**config.mk**
```make
export PLATFORM = sky130hd
export DESIGN_NAME = swp_guard
export DESIGN_NICKNAME = d
export VERILOG_FILES = /design/src/rtl/swp_pkg.sv /design/src/rtl/swp_tok_decode.sv /design/src/rtl/swp_seq_fsm.sv /design/src/rtl/swp_rsp_reg.sv /design/src/rtl/swp_guard.sv
export SDC_FILE = /design/constraint.sdc
export NUM_CORES = 1
export LEC_CHECK = 0
export BUFFER_PORTS_ARGS = -buffer_cell sky130_fd_sc_hd__buf_2
export CELL_PAD_IN_SITES_DETAIL_PLACEMENT = 1
export CELL_PAD_IN_SITES_GLOBAL_PLACEMENT = 1
export CORE_MARGIN = 5
export CORE_UTILIZATION = 27
export CTS_BUF_LIST = sky130_fd_sc_hd__clkbuf_4
export DETAILED_ROUTE_END_ITERATION = 16
export PLACE_DENSITY = 0.73
export SYNTH_ARGS = -nofsm -noshare
export SYNTH_HDL_FRONTEND = slang
export SYNTH_SLANG_ARGS = --single-unit
export TNS_END_PERCENT = 100
```
**constraint.sdc**
```tcl
create_clock -name clk -period 1.5 [get_ports clk]
set_input_delay 0.15 -clock clk [delete_from_list [all_inputs] [get_ports clk]]
set_output_delay 0.15 -clock clk [all_outputs]
set_load 0.005 [all_outputs]
```
**src/rtl/swp_pkg.sv**
```systemverilog
package swp_pkg;

    localparam int BYTE_W     = 8;
    localparam int CMD_ADDR_W = 15;

    localparam logic [CMD_ADDR_W-1:0] ADDR_LEAD = 15'h5555;
    localparam logic [CMD_ADDR_W-1:0] ADDR_MID  = 15'h2AAA;

    localparam logic [BYTE_W-1:0] D_KEY1  = 8'hAA;
    localparam logic [BYTE_W-1:0] D_KEY2  = 8'h55;
    localparam logic [BYTE_W-1:0] D_ARM   = 8'hA0;
    localparam logic [BYTE_W-1:0] D_EXT   = 8'h80;
    localparam logic [BYTE_W-1:0] D_CLEAR = 8'h20;

    typedef enum logic [2:0] {
        ST_IDLE, ST_K1, ST_K2, ST_ARMED, ST_X1, ST_X2, ST_X3
    } seq_state_t;

    typedef enum logic [2:0] {
        TOK_NONE, TOK_LEAD_KEY1, TOK_MID_KEY2, TOK_LEAD_ARM, TOK_LEAD_EXT, TOK_LEAD_CLEAR
    } tok_t;

    typedef struct packed {
        logic valid;
        logic commit;
    } verdict_t;

    function automatic tok_t classify(logic [CMD_ADDR_W-1:0] a, logic [BYTE_W-1:0] d);
        tok_t t;
        t = TOK_NONE;
        if (a == ADDR_LEAD) begin
            if (d == D_KEY1)       t = TOK_LEAD_KEY1;
            else if (d == D_ARM)   t = TOK_LEAD_ARM;
            else if (d == D_EXT)   t = TOK_LEAD_EXT;
            else if (d == D_CLEAR) t = TOK_LEAD_CLEAR;
        end else if (a == ADDR_MID && d == D_KEY2) begin
            t = TOK_MID_KEY2;
        end
        return t;
    endfunction

endpackage

```
**src/rtl/swp_tok_decode.sv**
```systemverilog
module swp_tok_decode
    import swp_pkg::*;
#(
    parameter int ADDR_W = 17
) (
    input  logic [ADDR_W-1:0] addr,
    input  logic [BYTE_W-1:0] data,
    output tok_t              tok
);
    // Only the low command-address bits take part in the compare.
    logic [CMD_ADDR_W-1:0] low_addr;
    assign low_addr = addr[CMD_ADDR_W-1:0];
    assign tok      = classify(low_addr, data);

    // Upper address bits are deliberately ignored.
    logic unused_hi;
    assign unused_hi = ^addr[ADDR_W-1:CMD_ADDR_W];

endmodule

```
**src/rtl/swp_seq_fsm.sv**
```systemverilog
module swp_seq_fsm
    import swp_pkg::*;
(
    input  logic clk,
    input  logic rst,
    input  logic wr_valid,
    input  logic tmo_strobe,
    input  tok_t tok,
    output logic commit_now,
    output logic lock_q
);
    seq_state_t st_q, st_d, st_eff;
    logic       lock_d;

    always_comb begin
        // A timeout abandons any partial sequence before the write is judged.
        st_eff     = tmo_strobe ? ST_IDLE : st_q;
        st_d       = st_eff;
        lock_d     = lock_q;
        commit_now = 1'b0;
        if (wr_valid) begin
            unique case (st_eff)
                ST_IDLE: begin
                    if (tok == TOK_LEAD_KEY1) st_d = ST_K1;
                    else                      commit_now = !lock_q;
                end
                ST_K1: begin
                    if (tok == TOK_MID_KEY2) st_d = ST_K2;
                    else begin st_d = ST_IDLE; commit_now = !lock_q; end
                end
                ST_K2: begin
                    if (tok == TOK_LEAD_ARM)      st_d = ST_ARMED;
                    else if (tok == TOK_LEAD_EXT) st_d = ST_X1;
                    else begin st_d = ST_IDLE; commit_now = !lock_q; end
                end
                ST_ARMED: begin
                    st_d       = ST_IDLE;
                    commit_now = 1'b1;
                    lock_d     = 1'b1;
                end
                ST_X1: begin
                    if (tok == TOK_LEAD_KEY1) st_d = ST_X2;
                    else begin st_d = ST_IDLE; commit_now = !lock_q; end
                end
                ST_X2: begin
                    if (tok == TOK_MID_KEY2) st_d = ST_X3;
                    else begin st_d = ST_IDLE; commit_now = !lock_q; end
                end
                ST_X3: begin
                    st_d = ST_IDLE;
                    if (tok == TOK_LEAD_CLEAR) lock_d = 1'b0;
                    else                       commit_now = !lock_q;
                end
                default: st_d = ST_IDLE;
            endcase
        end
    end

    always_ff @(posedge clk) begin
        if (rst) begin
            st_q   <= ST_IDLE;
            lock_q <= 1'b0;
        end else begin
            st_q   <= st_d;
            lock_q <= lock_d;
        end
    end

    // reset leaves the lock off
    p_reset_unlocked_r1: assert property (@(posedge clk) rst |=> !lock_q);

    // no write, no lock change
    p_lock_hold_r11: assert property (@(posedge clk) disable iff (rst)
        !wr_valid |=> $stable(lock_q));

    // a lone timeout strobe never changes the lock
    p_tmo_no_lock_r10: assert property (@(posedge clk) disable iff (rst)
        (tmo_strobe && !wr_valid) |=> $stable(lock_q));

endmodule

```
**src/rtl/swp_rsp_reg.sv**
```systemverilog
module swp_rsp_reg
    import swp_pkg::*;
(
    input  logic     clk,
    input  logic     rst,
    input  logic     in_valid,
    input  logic     in_commit,
    output verdict_t rsp
);
    always_ff @(posedge clk) begin
        if (rst) begin
            rsp <= '0;
        end else begin
            rsp.valid  <= in_valid;
            rsp.commit <= in_valid & in_commit;
        end
    end
endmodule

```
**src/rtl/swp_guard.sv**
```systemverilog
module swp_guard
    import swp_pkg::*;
#(
    parameter int ADDR_W = 17
) (
    input  logic              clk,
    input  logic              rst,
    input  logic              wr_valid,
    input  logic [ADDR_W-1:0] wr_addr,
    input  logic [7:0]        wr_data,
    input  logic              tmo_strobe,
    output logic              rsp_valid,
    output logic              rsp_commit,
    output logic              lock_on
);
    tok_t     tok;
    logic     commit_now;
    verdict_t verdict;

    swp_tok_decode #(.ADDR_W(ADDR_W)) u_dec (
        .addr (wr_addr),
        .data (wr_data),
        .tok  (tok)
    );

    swp_seq_fsm u_fsm (
        .clk        (clk),
        .rst        (rst),
        .wr_valid   (wr_valid),
        .tmo_strobe (tmo_strobe),
        .tok        (tok),
        .commit_now (commit_now),
        .lock_q     (lock_on)
    );

    swp_rsp_reg u_rsp (
        .clk       (clk),
        .rst       (rst),
        .in_valid  (wr_valid),
        .in_commit (commit_now),
        .rsp       (verdict)
    );

    assign rsp_valid  = verdict.valid;
    assign rsp_commit = verdict.commit;

    // one verdict per write, on the next edge
    p_rsp_follows_r2: assert property (@(posedge clk) disable iff (rst)
        wr_valid |=> rsp_valid);
    p_no_spurious_r2: assert property (@(posedge clk) disable iff (rst)
        !wr_valid |=> !rsp_valid);
    p_commit_in_rsp_r2: assert property (@(posedge clk) disable iff (rst)
        rsp_commit |-> rsp_valid);

    // the lock turns on together with a committed write
    p_lock_rise_commits_r4: assert property (@(posedge clk) disable iff (rst)
        $rose(lock_on) |-> (rsp_valid && rsp_commit));

    // the lock turns off together with a dropped write
    p_lock_fall_drops_r7: assert property (@(posedge clk) disable iff (rst)
        $fell(lock_on) |-> (rsp_valid && !rsp_commit));

endmodule

```
* After elaboration in Yosys (flattened, before gate mapping)
Cells that the tools add are included.
** Storage, ports and cells
- Output and inout bits :: 3
- Register bits :: 6
** Cells by class
- Reductions and logical operators :: 7
- Equal/unequal tests :: 19
- Mux-type cells :: 24
- Bitwise logic cells :: 1
** Operators with widths (number)
- $mux W3 :: 12
- $eq A8 B8 Y1 const B :: 3
- $eq A15 B14 Y1 const B :: 1
- $eq A15 B15 Y1 const B :: 1
- $eq A3 B3 Y1 const B :: 5
- $pmux W3 S5 :: 1
- $eq A3 B2 Y1 const B :: 4
- $eq A8 B6 Y1 const B :: 1
- $eq A8 B7 Y1 const B :: 1
- $mux W1 :: 7
- $eq A3 B1 Y1 const B :: 2
- $pmux W1 S5 :: 1
- $mux W2 :: 2
- $reduce_or A2 Y1 :: 2
- $logic_not A3 Y1 :: 1
- $reduce_and A3 Y1 :: 1
- $ne A2 B1 Y1 const B :: 1
- $pmux W1 S2 :: 1
- $reduce_bool A2 Y1 :: 1
- $and A1 B1 Y1 :: 1
- $logic_and A1 B1 Y1 :: 1
- $logic_not A1 Y1 :: 1

* Logic depth before layout (Yosys ltp)
- Word-level depth :: 12
- Gate-level depth with buffers :: 6
- Depth with buffers taken out :: 5

* Modules after synthesis
A second synthesis with hierarchy kept.
** Second synthesis, totals
- Cell total of the unflattened synthesis :: 73
- Area total of the unflattened synthesis :: 619.3 um^2
** By module, submodules not included
- swp_seq_fsm :: cells an instance 46, area an instance 391.6 um^2, instances 1, seq. area each 80.1 um^2
- swp_tok_decode :: cells an instance 23, area an instance 172.7 um^2, instances 1, seq. area each 0.0 um^2
- swp_rsp_reg :: cells an instance 4, area an instance 55.1 um^2, instances 1, seq. area each 40.0 um^2

* Least setup slack after synthesis
Ideal clock, no wire load.
- Path kind :: in2reg
- Start point :: input port wr_addr[1]
- End point :: register u_fsm.st_q[0]
- Setup time :: 0.070 ns
- Required time :: 1.430 ns
- Stages :: 5
- Arrival time :: 1.365 ns
- Slack :: 0.065 ns
- Cells stage by stage :: or4b_4 -> nor4_4 -> and3_1 -> o21ai_1 -> a21oi_1
** Between the ends
- Word-level cells in the longest chain between the ends :: 8
** RTL lines
- start, declared :: RTL line swp_guard.sv:9 : input logic [ADDR_W-1:0] wr_addr,
- $eq A15 B14 Y1 :: RTL line swp_pkg.sv:36 : end else if (a == ADDR_MID && d == D_KEY2) begin
- $logic_and A1 B1 Y1 :: RTL line swp_pkg.sv:36
- $mux W2 :: RTL line swp_pkg.sv:36
- $mux W3 (*) :: RTL line swp_pkg.sv:31 : if (a == ADDR_LEAD) begin
- $eq A3 B1 Y1 or $eq A3 B2 Y1 (tied branches) :: RTL line swp_seq_fsm.sv:24, swp_seq_fsm.sv:42, swp_seq_fsm.sv:32
- $mux W3 (on tied branches) :: RTL line swp_seq_fsm.sv:42, swp_seq_fsm.sv:24, swp_seq_fsm.sv:32
- $pmux W3 S5 (*) :: RTL line swp_seq_fsm.sv:22 : unique case (st_eff)
- $mux W3 (*) :: RTL line swp_seq_fsm.sv:21 : if (wr_valid) begin
- end signal, assigned :: RTL line swp_seq_fsm.sv:64 : st_q <= st_d;
- end, declared :: RTL line swp_seq_fsm.sv:12 : seq_state_t st_q, st_d, st_eff;
Mark *: on every way between the ends. The rest lies on a longest branch, timed or not.
A chain may end at the register's enable or synchronous reset.

* Final worst setup path
- Start point :: input port wr_addr[9]
- End point :: register u_fsm.st_q[0]
Same word-level chain as after synthesis.

==> metrics <==
syn nets=99; Fmax=734.9 MHz; antenna violations before repair=0; drt total wl=1.820 mm; row count=16; number of global-route vias before repair=~740; Core Footprint=just under 2000 um^2; Int Power=~300 uW; post-synthesis sequential area ratio=0.2148; clock share of power=0.382; critical-path maximum fanout=4; Die ar.=3081 um^2; Iter 0 DRT Violations=4; Fin Clk Skew=between 0.002 and 0.003 ns; postcts setup bufs=0; max-slew violations=0; slowest stage delay, CP=0.54 ns; worst-margin pin slew=just under 0.4 ns; TritonRoute pass-1 iters=4; crit-path cells=buf_2, or4bb_1, nor4_4, and3_1, o21ai_1, a21oi_1; hold_ws=~0.14 ns; clk sink count=6; # H-tree levels=1; HP Class=primary input to flip-flop; CP Capture Type=flip-flop; met3 wire len=roughly 200 um; Bufs and invs on worst path=1; final net count=between 100 and 150; register bit total from synthesis=6; unrepaired setup endpoints after global routing=false; # DRC=0; CTS clk-pin slew, worst paths=approximately 0.050 ns; Die Y=55.51 um; synthesized area=559.3 um^2; top area cells in the synthesized netlist=dfxtp_1 (21%), nor4_4 (7.6%), nor4bb_1 (7.2%); routed vias=between 700 and 800; worst path arrival time=roughly 1.5 ns; Global Route Usage Sum=0.1206; startpoint types=primary input; first-pass GRT wire length=around 3.0 mm; YS warnings=0; clock buffer depth=2; Ports=32; Starting Density=0.2851; Die X=about 56 um; hold violation count in the final report=0; Root Buffer=clkbuf_4; TritonCTS clock tree=yes; Avg Inst Size Synth=~8 um^2; Sw Share=0.2534; fin crit share=0.9071; Rel. slew slack=0.7426; kind of cell adding the most delay to the critical path=simple AND/OR/NAND/NOR gates; Setup Viol. Count Final=0; cell taking the most area after synthesis=dfxtp_1; via/cell ratio=between 5 and 6; # diodes=0; status=finished, final reports clean; net load switching power=100.9 uW; Synth top area share=0.2148; post-synthesis async set-or-reset flop share=0; Post-synth EDFFs=0; area grow syn2layout=43.85%; Worst-Skew Late Latency=0.25 ns; number of buffers added on ports=29; CTS buffer count=3; max_cap viols=0; Static Leak=between 0.0003 and 0.0004 uW; CP required=approximately 1.7 ns; share of layout cells above drive strength 1=0.4381; power share of the sequential group=0.410; Post-Syn Instances=70; wire per inst=13.79 um; Overflow after GRT=0; gpl congestion=0.8346; max layer used=met4; total power=between 300 and 400 uW; DP Wirelength=1.613 mm; WL met1=between 700 and 800 um; Comb power frac=0.207; crit path time final=roughly 1.4 ns; Worst Path Class, Setup=primary input to flip-flop; synth unique cells=33; peak supply drop=between 0.2 and 0.25 mV; WL met2=between 800 and 900 um; Slowest-stage cell, CP=or4bb_1; Power Density=494.8 nW/um^2; largest net degree at the start of global routing=10; post-route ant nets=0; Primary FF master, synth=dfxtp_1
[final timing paths]
kind | to | slack [ns] | startpoint | cells after the start
setup / recovery | u_fsm.st_q[0] | 0.14 | wr_addr[9] | 6
hold / removal | u_fsm.st_q[0] | 0.14 | rst | 2
setup reg to reg | u_fsm.st_q[1] | 0.16 | u_fsm.st_q[1] | 5
hold reg to reg | u_fsm.lock_q | 0.59 | u_fsm.lock_q | 2
[layer usage]
metal | GRT usage | vias to the layer above
met5 | 0 | -
met4 | 0.06250 | 0
met3 | 0.05361 | 5
met2 | 0.1976 | 33
met1 | 0.1298 | 325
li1 | - | 347
[cells in the mapped netlist, drive strengths merged, types with 2 or more instances]
library cell / count
nand2: 9
dfxtp: 6
nor2: 6
a21oi: 5
nor4: 5
nor4bb: 4
o21ai: 4
and4: 3
nor2b: 3
nor3b: 3
a211oi: 2
clkbuf: 2
nand3: 2
[through the flow]
step | worst slack (ns) | util | setup TNS (ns) | instance area (um^2) | std cells
global placement | -0.1206 | 0.3916 | -0.3728 | 768.2 | 129
global route | 0.04184 | 0.4101 | 0 | 804.5 | 132
CTS | 0.04106 | 0.4031 | 0 | 790.8 | 132
floorplan | 0.06488 | - | 0 | 559.3 | 70
finish | 0.1393 | 0.4101 | 0 | 804.5 | 132
detailed placement | -0.1810 | 0.3916 | -0.5174 | 768.2 | 129
[power by group through the flow]
stage	registers, uW	logic, uW	clock network, uW
finish	163	82.5	152
detailed placement	166	82.9	0
floorplan	167	27.4	0
global placement	166	80.2	0
global route	163	91.5	165
CTS	163	82.9	153
[flip-flops by register name, indices dropped and copies added, names as in the netlist]
name,count
u_fsm.st_q,3
u_rsp.rsp,2
u_fsm.lock_q,1
[final cells by class]
| type | instances | area, um^2 |
|---|---|---|
| fill | 268 | 1157 |
| multi-input combinational | 61 | 441.7 |
| inverter | 1 | 3.754 |
| sequential | 6 | 120.1 |
| clock buffer | 3 | 22.52 |
| timing repair buffer | 34 | 182.7 |
| tap | 27 | 33.78 |
[cell families (layout without fill, tap and decap cells)]
kind of cell / Yosys count / in the layout / synth area share
buffers and inverters: 3 / 38 / 0.02013
and+or+nand+nor: 43 / 43 / 0.5570
DFF: 6 / 6 / 0.2148
AOI/OAI and AO/OA: 17 / 17 / 0.1902
muxes: 1 / 1 / 0.01790
[cell usage in the layout, fill, tap and decap left out, drive strengths merged]
master / synthesis / routed
a211oi: 2 / 2
a21o: 1 / 1
a21oi: 5 / 5
a22oi: 1 / 1
a311oi: 1 / 1
a31oi: 1 / 1
and3: 1 / 1
and4: 3 / 3
buf: 0 / 34
clkbuf: 2 / 3
dfxtp: 6 / 6
inv: 1 / 1
mux2i: 1 / 1
nand2: 9 / 9
nand2b: 1 / 1
nand3: 2 / 2
nand3b: 1 / 1
nand4b: 1 / 1
nor2: 6 / 6
nor2b: 3 / 3
nor3: 1 / 1
nor3b: 3 / 3
nor4: 5 / 5
nor4bb: 4 / 4
o21ai: 4 / 4
o22ai: 1 / 1
o32a: 1 / 1
or2: 1 / 1
or4b: 1 / 1
or4bb: 1 / 1
[repair_timing]
item	4_1_cts	5_1_grt
setup endpoints to repair	0	3
gates resized for setup	0	3
hold buffers	0	0
Power figures use the tool's default switching activity.
